`config.mk`:
```
export PLATFORM = sky130hd
export DESIGN_NAME = erase_seq
export DESIGN_NICKNAME = d
export VERILOG_FILES = /design/src/rtl/erase_pkg.sv /design/src/rtl/erase_div.sv /design/src/rtl/erase_seq.sv
export SDC_FILE = /design/constraint.sdc
export NUM_CORES = 1
export LEC_CHECK = 0
export CAP_MARGIN = 10
export CORE_MARGIN = 2
export CORE_UTILIZATION = 25
export DETAILED_ROUTE_END_ITERATION = 12
export GPL_TIMING_DRIVEN = 0
export PLACE_DENSITY = 0.5
export SETUP_SLACK_MARGIN = 0.2
export SYNTH_ARGS = -nofsm -noshare
export SYNTH_HDL_FRONTEND = slang
export SYNTH_SLANG_ARGS = --single-unit
export TNS_END_PERCENT = 5
```
`constraint.sdc`:
```
create_clock -name clk -period 5.7 [get_ports clk]
set_input_delay 0.57 -clock clk [delete_from_list [all_inputs] [get_ports clk]]
set_output_delay 0.57 -clock clk [all_outputs]
set_load 0.005 [all_outputs]
```
`src/rtl/erase_pkg.sv`:
```
package erase_pkg;
  typedef enum logic [2:0] {
    S_IDLE, S_DIV, S_CMD, S_GAP, S_POLL, S_STEP, S_END
  } seq_st_t;

  localparam logic [7:0] OP_BLK_ERASE = 8'h50;
  localparam logic [7:0] OP_PG_ERASE  = 8'h81;
  localparam logic [7:0] OP_STATUS    = 8'hD7;

  localparam logic [1:0] ERR_OK    = 2'd0;
  localparam logic [1:0] ERR_ALIGN = 2'd1;
  localparam logic [1:0] ERR_TMO   = 2'd2;

  localparam int BLK_PAGES = 8;
endpackage

```
`src/rtl/erase_div.sv`:
```
module erase_div #(
  parameter int W = 32
) (
  input  logic         clk,
  input  logic         rst_n,
  input  logic         start,
  input  logic [W-1:0] dividend,
  input  logic [W-1:0] divisor,
  output logic [W-1:0] quo,
  output logic [W-1:0] rem,
  output logic         fin
);
  localparam int CW = $clog2(W + 1);

  logic [W:0]    acc_q, acc_d;
  logic [W-1:0]  q_q, q_d, d_q, d_d;
  logic [CW-1:0] cnt_q, cnt_d;
  logic          run_q, run_d, fin_q, fin_d;
  logic [W:0]    shifted;

  assign shifted = {acc_q[W-1:0], q_q[W-1]};

  always_comb begin
    acc_d = acc_q;
    q_d   = q_q;
    d_d   = d_q;
    cnt_d = cnt_q;
    run_d = run_q;
    fin_d = fin_q;
    if (start) begin
      acc_d = '0;
      q_d   = dividend;
      d_d   = divisor;
      cnt_d = CW'(W);
      run_d = 1'b1;
      fin_d = 1'b0;
    end else if (run_q) begin
      if (shifted >= {1'b0, d_q}) begin
        acc_d = shifted - {1'b0, d_q};
        q_d   = {q_q[W-2:0], 1'b1};
      end else begin
        acc_d = shifted;
        q_d   = {q_q[W-2:0], 1'b0};
      end
      cnt_d = cnt_q - 1'b1;
      if (cnt_q == CW'(1)) begin
        run_d = 1'b0;
        fin_d = 1'b1;
      end
    end
  end

  always_ff @(posedge clk or negedge rst_n) begin
    if (!rst_n) begin
      acc_q <= '0;
      q_q   <= '0;
      d_q   <= '0;
      cnt_q <= '0;
      run_q <= 1'b0;
      fin_q <= 1'b0;
    end else begin
      acc_q <= acc_d;
      q_q   <= q_d;
      d_q   <= d_d;
      cnt_q <= cnt_d;
      run_q <= run_d;
      fin_q <= fin_d;
    end
  end

  assign quo = q_q;
  assign rem = acc_q[W-1:0];
  assign fin = fin_q;
endmodule

```
`src/rtl/erase_seq.sv`:
```
module erase_seq
  import erase_pkg::*;
#(
  parameter int ADDR_W      = 32,
  parameter int PS_W        = 16,
  parameter int SH_W        = 4,
  parameter int POLL_GAP    = 20000,
  parameter int TIMEOUT_CYC = 400000000
) (
  input  logic              clk,
  input  logic              rst_n,
  input  logic              req_valid,
  input  logic [ADDR_W-1:0] req_offset,
  input  logic [ADDR_W-1:0] req_len,
  input  logic [PS_W-1:0]   cfg_page_size,
  input  logic [SH_W-1:0]   cfg_page_shift,
  output logic              busy,
  output logic              spi_cs,
  output logic              xfer_req,
  output logic [7:0]        xfer_tx,
  input  logic              xfer_ack,
  input  logic [7:0]        xfer_rx,
  output logic              done,
  output logic [1:0]        err_code
);
  localparam int GAP_W = $clog2(POLL_GAP + 1);
  localparam int TMO_W = $clog2(TIMEOUT_CYC + 1);
  localparam logic [GAP_W-1:0]  GAP_LAST = GAP_W'(POLL_GAP - 1);
  localparam logic [TMO_W-1:0]  TMO_LIM  = TMO_W'(TIMEOUT_CYC);
  localparam logic [TMO_W-1:0]  TMO_MAX  = '1;
  localparam logic [ADDR_W-1:0] BLK_N    = ADDR_W'(BLK_PAGES);

  seq_st_t           st_q, st_d;
  logic [ADDR_W-1:0] pg_idx_q, pg_idx_d, pg_rem_q, pg_rem_d;
  logic [1:0]        bidx_q, bidx_d;
  logic [GAP_W-1:0]  gap_q, gap_d;
  logic [TMO_W-1:0]  tmo_q, tmo_d;
  logic [1:0]        err_q, err_d;
  logic [SH_W-1:0]   sh_q, sh_d;
  logic              psz_q, psz_d;

  logic                   div_start;
  logic [1:0][ADDR_W-1:0] dvd, quo, rem;
  logic [1:0]             fin;

  assign div_start = (st_q == S_IDLE) && req_valid;
  assign dvd[0] = req_offset;
  assign dvd[1] = req_len;

  for (genvar g = 0; g < 2; g++) begin : g_div
    erase_div #(.W(ADDR_W)) u_div (
      .clk      (clk),
      .rst_n    (rst_n),
      .start    (div_start),
      .dividend (dvd[g]),
      .divisor  (ADDR_W'(cfg_page_size)),
      .quo      (quo[g]),
      .rem      (rem[g]),
      .fin      (fin[g])
    );
  end

  logic              is_blk;
  logic [ADDR_W-1:0] faddr, step;
  logic [7:0]        op_byte;

  assign is_blk  = (pg_idx_q[2:0] == 3'd0) && (pg_rem_q >= BLK_N);
  assign step    = is_blk ? BLK_N : ADDR_W'(1);
  assign faddr   = pg_idx_q << sh_q;
  assign op_byte = is_blk ? OP_BLK_ERASE : OP_PG_ERASE;

  always_comb begin
    xfer_tx = 8'h00;
    if (st_q == S_CMD) begin
      case (bidx_q)
        2'd0:    xfer_tx = op_byte;
        2'd1:    xfer_tx = faddr[23:16];
        2'd2:    xfer_tx = faddr[15:8];
        default: xfer_tx = 8'h00;
      endcase
    end else if (st_q == S_POLL && bidx_q == 2'd0) begin
      xfer_tx = OP_STATUS;
    end
  end

  always_comb begin
    st_d     = st_q;
    pg_idx_d = pg_idx_q;
    pg_rem_d = pg_rem_q;
    bidx_d   = bidx_q;
    gap_d    = gap_q;
    tmo_d    = tmo_q;
    err_d    = err_q;
    sh_d     = sh_q;
    psz_d    = psz_q;
    case (st_q)
      S_IDLE: if (req_valid) begin
        st_d  = S_DIV;
        err_d = ERR_OK;
        sh_d  = cfg_page_shift;
        psz_d = (cfg_page_size == '0);
      end
      S_DIV: if (fin[0]) begin
        if (psz_q || rem[0] != '0 || rem[1] != '0) begin
          err_d = ERR_ALIGN;
          st_d  = S_END;
        end else if (quo[1] == '0) begin
          st_d = S_END;
        end else begin
          pg_idx_d = quo[0];
          pg_rem_d = quo[1];
          bidx_d   = 2'd0;
          st_d     = S_CMD;
        end
      end
      S_CMD: if (xfer_ack) begin
        if (bidx_q == 2'd3) begin
          st_d  = S_GAP;
          gap_d = '0;
          tmo_d = '0;
        end else begin
          bidx_d = bidx_q + 2'd1;
        end
      end
      S_GAP: begin
        if (tmo_q != TMO_MAX) tmo_d = tmo_q + 1'b1;
        if (gap_q == GAP_LAST) begin
          st_d   = S_POLL;
          bidx_d = 2'd0;
        end else begin
          gap_d = gap_q + 1'b1;
        end
      end
      S_POLL: begin
        if (tmo_q != TMO_MAX) tmo_d = tmo_q + 1'b1;
        if (xfer_ack) begin
          if (bidx_q == 2'd0) begin
            bidx_d = 2'd1;
          end else if (xfer_rx[7]) begin
            st_d = S_STEP;
          end else if (tmo_q >= TMO_LIM) begin
            err_d = ERR_TMO;
            st_d  = S_END;
          end else begin
            st_d  = S_GAP;
            gap_d = '0;
          end
        end
      end
      S_STEP: begin
        pg_idx_d = pg_idx_q + step;
        pg_rem_d = pg_rem_q - step;
        bidx_d   = 2'd0;
        st_d     = (pg_rem_q == step) ? S_END : S_CMD;
      end
      default: st_d = S_IDLE;
    endcase
  end

  always_ff @(posedge clk or negedge rst_n) begin
    if (!rst_n) begin
      st_q     <= S_IDLE;
      pg_idx_q <= '0;
      pg_rem_q <= '0;
      bidx_q   <= '0;
      gap_q    <= '0;
      tmo_q    <= '0;
      err_q    <= ERR_OK;
      sh_q     <= '0;
      psz_q    <= 1'b0;
    end else begin
      st_q     <= st_d;
      pg_idx_q <= pg_idx_d;
      pg_rem_q <= pg_rem_d;
      bidx_q   <= bidx_d;
      gap_q    <= gap_d;
      tmo_q    <= tmo_d;
      err_q    <= err_d;
      sh_q     <= sh_d;
      psz_q    <= psz_d;
    end
  end

  assign spi_cs   = (st_q == S_CMD) || (st_q == S_POLL);
  assign xfer_req = spi_cs;
  assign busy     = (st_q != S_IDLE);
  assign done     = (st_q == S_END);
  assign err_code = err_q;
endmodule

```
==> flow_summary.toml <==
[status]
status = "completed"

[logic_synthesis]
synth_cells = 1994
syn_nets = 2141
ys_warn_count = 0
synthArstFlopShare = 1.00
synthesis.area_um2 = 16900
synth_seq_cells = 271
synth_ff_type = "dfrtp_1"
yosys.area_share.simple = 0.195
synth_mux_area_frac = 0.0758
synth_cell_type_count = 73
synth_area_per_cell_um2 = 8.49
synth_top_family_by_area = "compound AO/OA/AOI/OAI gates"
synth_edf_count = 0
synth_compound_area_frac = 0.211
yosys.area_share.xor_xnor = 0.0403
synth_fa_ha_area_frac = 0.0386
ys_seq_area_frac = 0.400

[route]
vias = 15900
ant_nets = 0
drt_iter0_drc = 1443
wl_mm = 58.2
firstDrtPassIters = 5
drc = 0
routedWlPerCell_um = 19.2
avgViaCountPerCell = 5.23

[pwr]
p_seq_frac = 0.445
power.switching_uw = 971
ir_drop_mv = 0.158
leakagePower_uw = 0.00860
sw_frac_of_total = 0.225
pwr-share-comb = 0.029
cellInternalPower_uw = 3350
clkPwrFrac = 0.526
power.density_nw_per_um2 = 213

[floorplanning]
die_w_um = 264
num_rows = 95
die_h_um = 264
pin_count = 110
initial_core_util = 0.252
design.core.area_um2 = 67200
die_area_um2 = 69800

[timing]
maxSlewHeadroom = 0.253
drv_slew = 0
max_freq_mhz = 189
final-setup-viol-count = 0
period_share = 0.927
tightest_slew_ns = 1.11
setup_ws_ns = 0.417
rsz0062_at_grt = "yes"
timing.final.hold_violations = 0
fin_crit_ns = 5.28
tns_ns = 0
clock_skew_ns = 0.0299

[critical_path]
crit_path_start_kind = "register"
rr_worst_depth = 14
setup.worst_path.class = "register to register"
cp.arrival_ns = 5.67
r2r_setup_slack_ns = 0.42
required_ns = 6.09
critPathMaxFanout = 7
critPathSlowestCell = "or4_1"
critPathMaxStageDelay_ns = 0.66
path_cells = "or4_1, or4_1, nor4_1, nand3b_1, o21ai_1, ha_1, or3b_2, a211o_1, or2_2, or4_1, nor2_1, nand2_1, o21ai_0, a21oi_1"
critPathMostFrequentCell = "or4_1"
r2r-start = "pg_rem_q[13]"
reg2reg_to = "pg_rem_q[11]"
critPathCaptureType = "register"
path_delay_family = "simple AND/OR/NAND/NOR gates"
crit_buf_inv = 0

[global_route]
grt_max_degree = 104
grt_pass1_wl_mm = 91.5
met2_usage = 0.274
use_met3 = 0.0242
grt_pass1_vias = 15500
grtUsageMet1 = 0.223
grt_busiest_layer = "met2"
antenna_found_initial = 0
track_usage = 0.165
grt-ovfl-total = 0

[placement]
dp_slack_ns = 0.471
placed_cell_area_um2 = 19100
port_buffers = 102
gp_congestion = 0.887
dp_hpwl_mm = 43.6

[job]
maxCapViolCount = 0

[clock_tree]
postCtsResizedCells = 0
root_buffer = "clkbuf_16"
cts_tree = "yes"
cts_setup_buffers = 0
clkLatencyLatePin_ns = 0.56
hold_buffers = 0
htreeDepth = 2
cts_made_buffers = 35
clock_sinks = 271
cts_max_path_buffers = 3
clkTransAtPathRegs_ns = 0.06

[hold_path]
hold_path_class = "input pin to async pin"

[layout]
mostFrequentLayoutCells = "dfrtp_1, o21ai_0, nand2_1"
finalInstanceArea_um2 = 20300
post-route-util = 0.302
fillCellCount = 7013
final_nets = 2282
layout_commonest_cell = "dfrtp_1"
layout-drive-gt1-share = 0.0463
syn_to_final_growth_pct = 19.7
-- flip-flops by register name, indices dropped and copies added (netlist names) --
signal             count
g_div.u_div.cnt_q     12
pg_idx_q              24
g_div.u_div.acc_q     64
bidx_q                 2
psz_q                  1
g_div.u_div.d_q       16
sh_q                   4
err_code               2
g_div.u_div.fin        1
g_div.u_div.run_q      2
st_q                   3
g_div.u_div.quo       64
pg_rem_q              32
tmo_q                 29
gap_q                 15
-- power groups by stage --
stage	Sequential (µW)	Combinational, µW	Clock [µW]
after CTS	1930	129	2340
final	1930	125	2270
after detailed placement	1960	128	0
after global routing	1920	137	2410
after global placement	1960	123	0
after floorplan	1960	2.01	0
-- cells by family after synthesis --
logic type,after synthesis
AO/OA/AOI/OAI,622
XOR/XNOR,78
flip-flops,271
buffers and inverters,174
multiplexers,104
adder cells (fa/ha/maj),51
AND/OR/NAND/NOR,694
-- routing by layer --
layer	share of wire	routed length, µm
met1	0.45	26100
met2	0.47	27500
met3	0.054	3140
met4	0.023	1340
met5	0	0
-- through the flow --
step / std cells / hold slack [ns] / power [µW]
final: 3032 / 0.000271 / 4320
after global routing: 3031 / 0.0432 / 4470
after CTS: 3031 / 0.0151 / 4400
after detailed placement: 2971 / 0.470 / 2090
after global placement: 2969 / 0.463 / 2090
after floorplan: 1994 / 0.274 / 1960
-- worst max-delay path by stage --
stage | from | endpoint | slack [ns] | depth (start not counted)
6_report | pg_rem_q[13] | pg_rem_q[11] | 0.42 | 14
3_3_place_gp | rst_n | g_div[1].u_div.acc_q[6] | -8.35 | 1
5_1_grt | pg_rem_q[12] | pg_rem_q[27] | 0.1 | 14
4_1_cts | pg_rem_q[13] | pg_rem_q[11] | 0.43 | 14
2_1_floorplan | pg_rem_q[13] | pg_rem_q[11] | 1.21 | 14
3_5_place_dp | pg_rem_q[12] | pg_rem_q[11] | 0.47 | 14
-- area by class of cell --
| cell class | instances | area [µm²] | share of cell area |
|---|---|---|---|
| sequential | 271 | 6780 | 0.335 |
| inverter | 53 | 199 | 0.00982 |
| clock buffer | 46 | 958 | 0.0473 |
| buffer | 121 | 460 | 0.0227 |
| timing repair buffer | 104 | 1080 | 0.0533 |
| multi-input combinational | 1549 | 9500 | 0.469 |
| antenna | 1 | 2.50 | 0.000123 |
| clock inverter | 14 | 191 | 0.00945 |
| tap | 873 | 1090 | 0.0539 |
-- cells in the mapped netlist, drive strengths merged, types with 5 or more instances --
cell type  instances  area (µm²)
a31oi             30         188
buf                8        36.3
o211ai             6        45.0
nand2            240         901
mux2i             81         811
mux4              19         428
o31ai             12         104
or2                6        37.5
a21oi            186         931
clkbuf           113         424
nor2             170         638
nor2b              9        63.8
o31a               6        52.6
or4               16         120
nor3b              5        42.5
nand4             21         131
nand3             51         260
inv               53         199
nand2b            14        87.6
or3               19         119
and2              15        93.8
o21ai            257        1290
a211oi            24         185
o22ai             19         119
o21a              15         113
a22oi             17         128
ha                49         613
nor4b              6        58.8
a21o              13        97.6
dfrtp            271        6780
xnor2             45         394
and3              20         125
nor3              48         240
nor4              42         284
xor2              33         289
No activity file was read; power rests on OpenSTA's default activity.
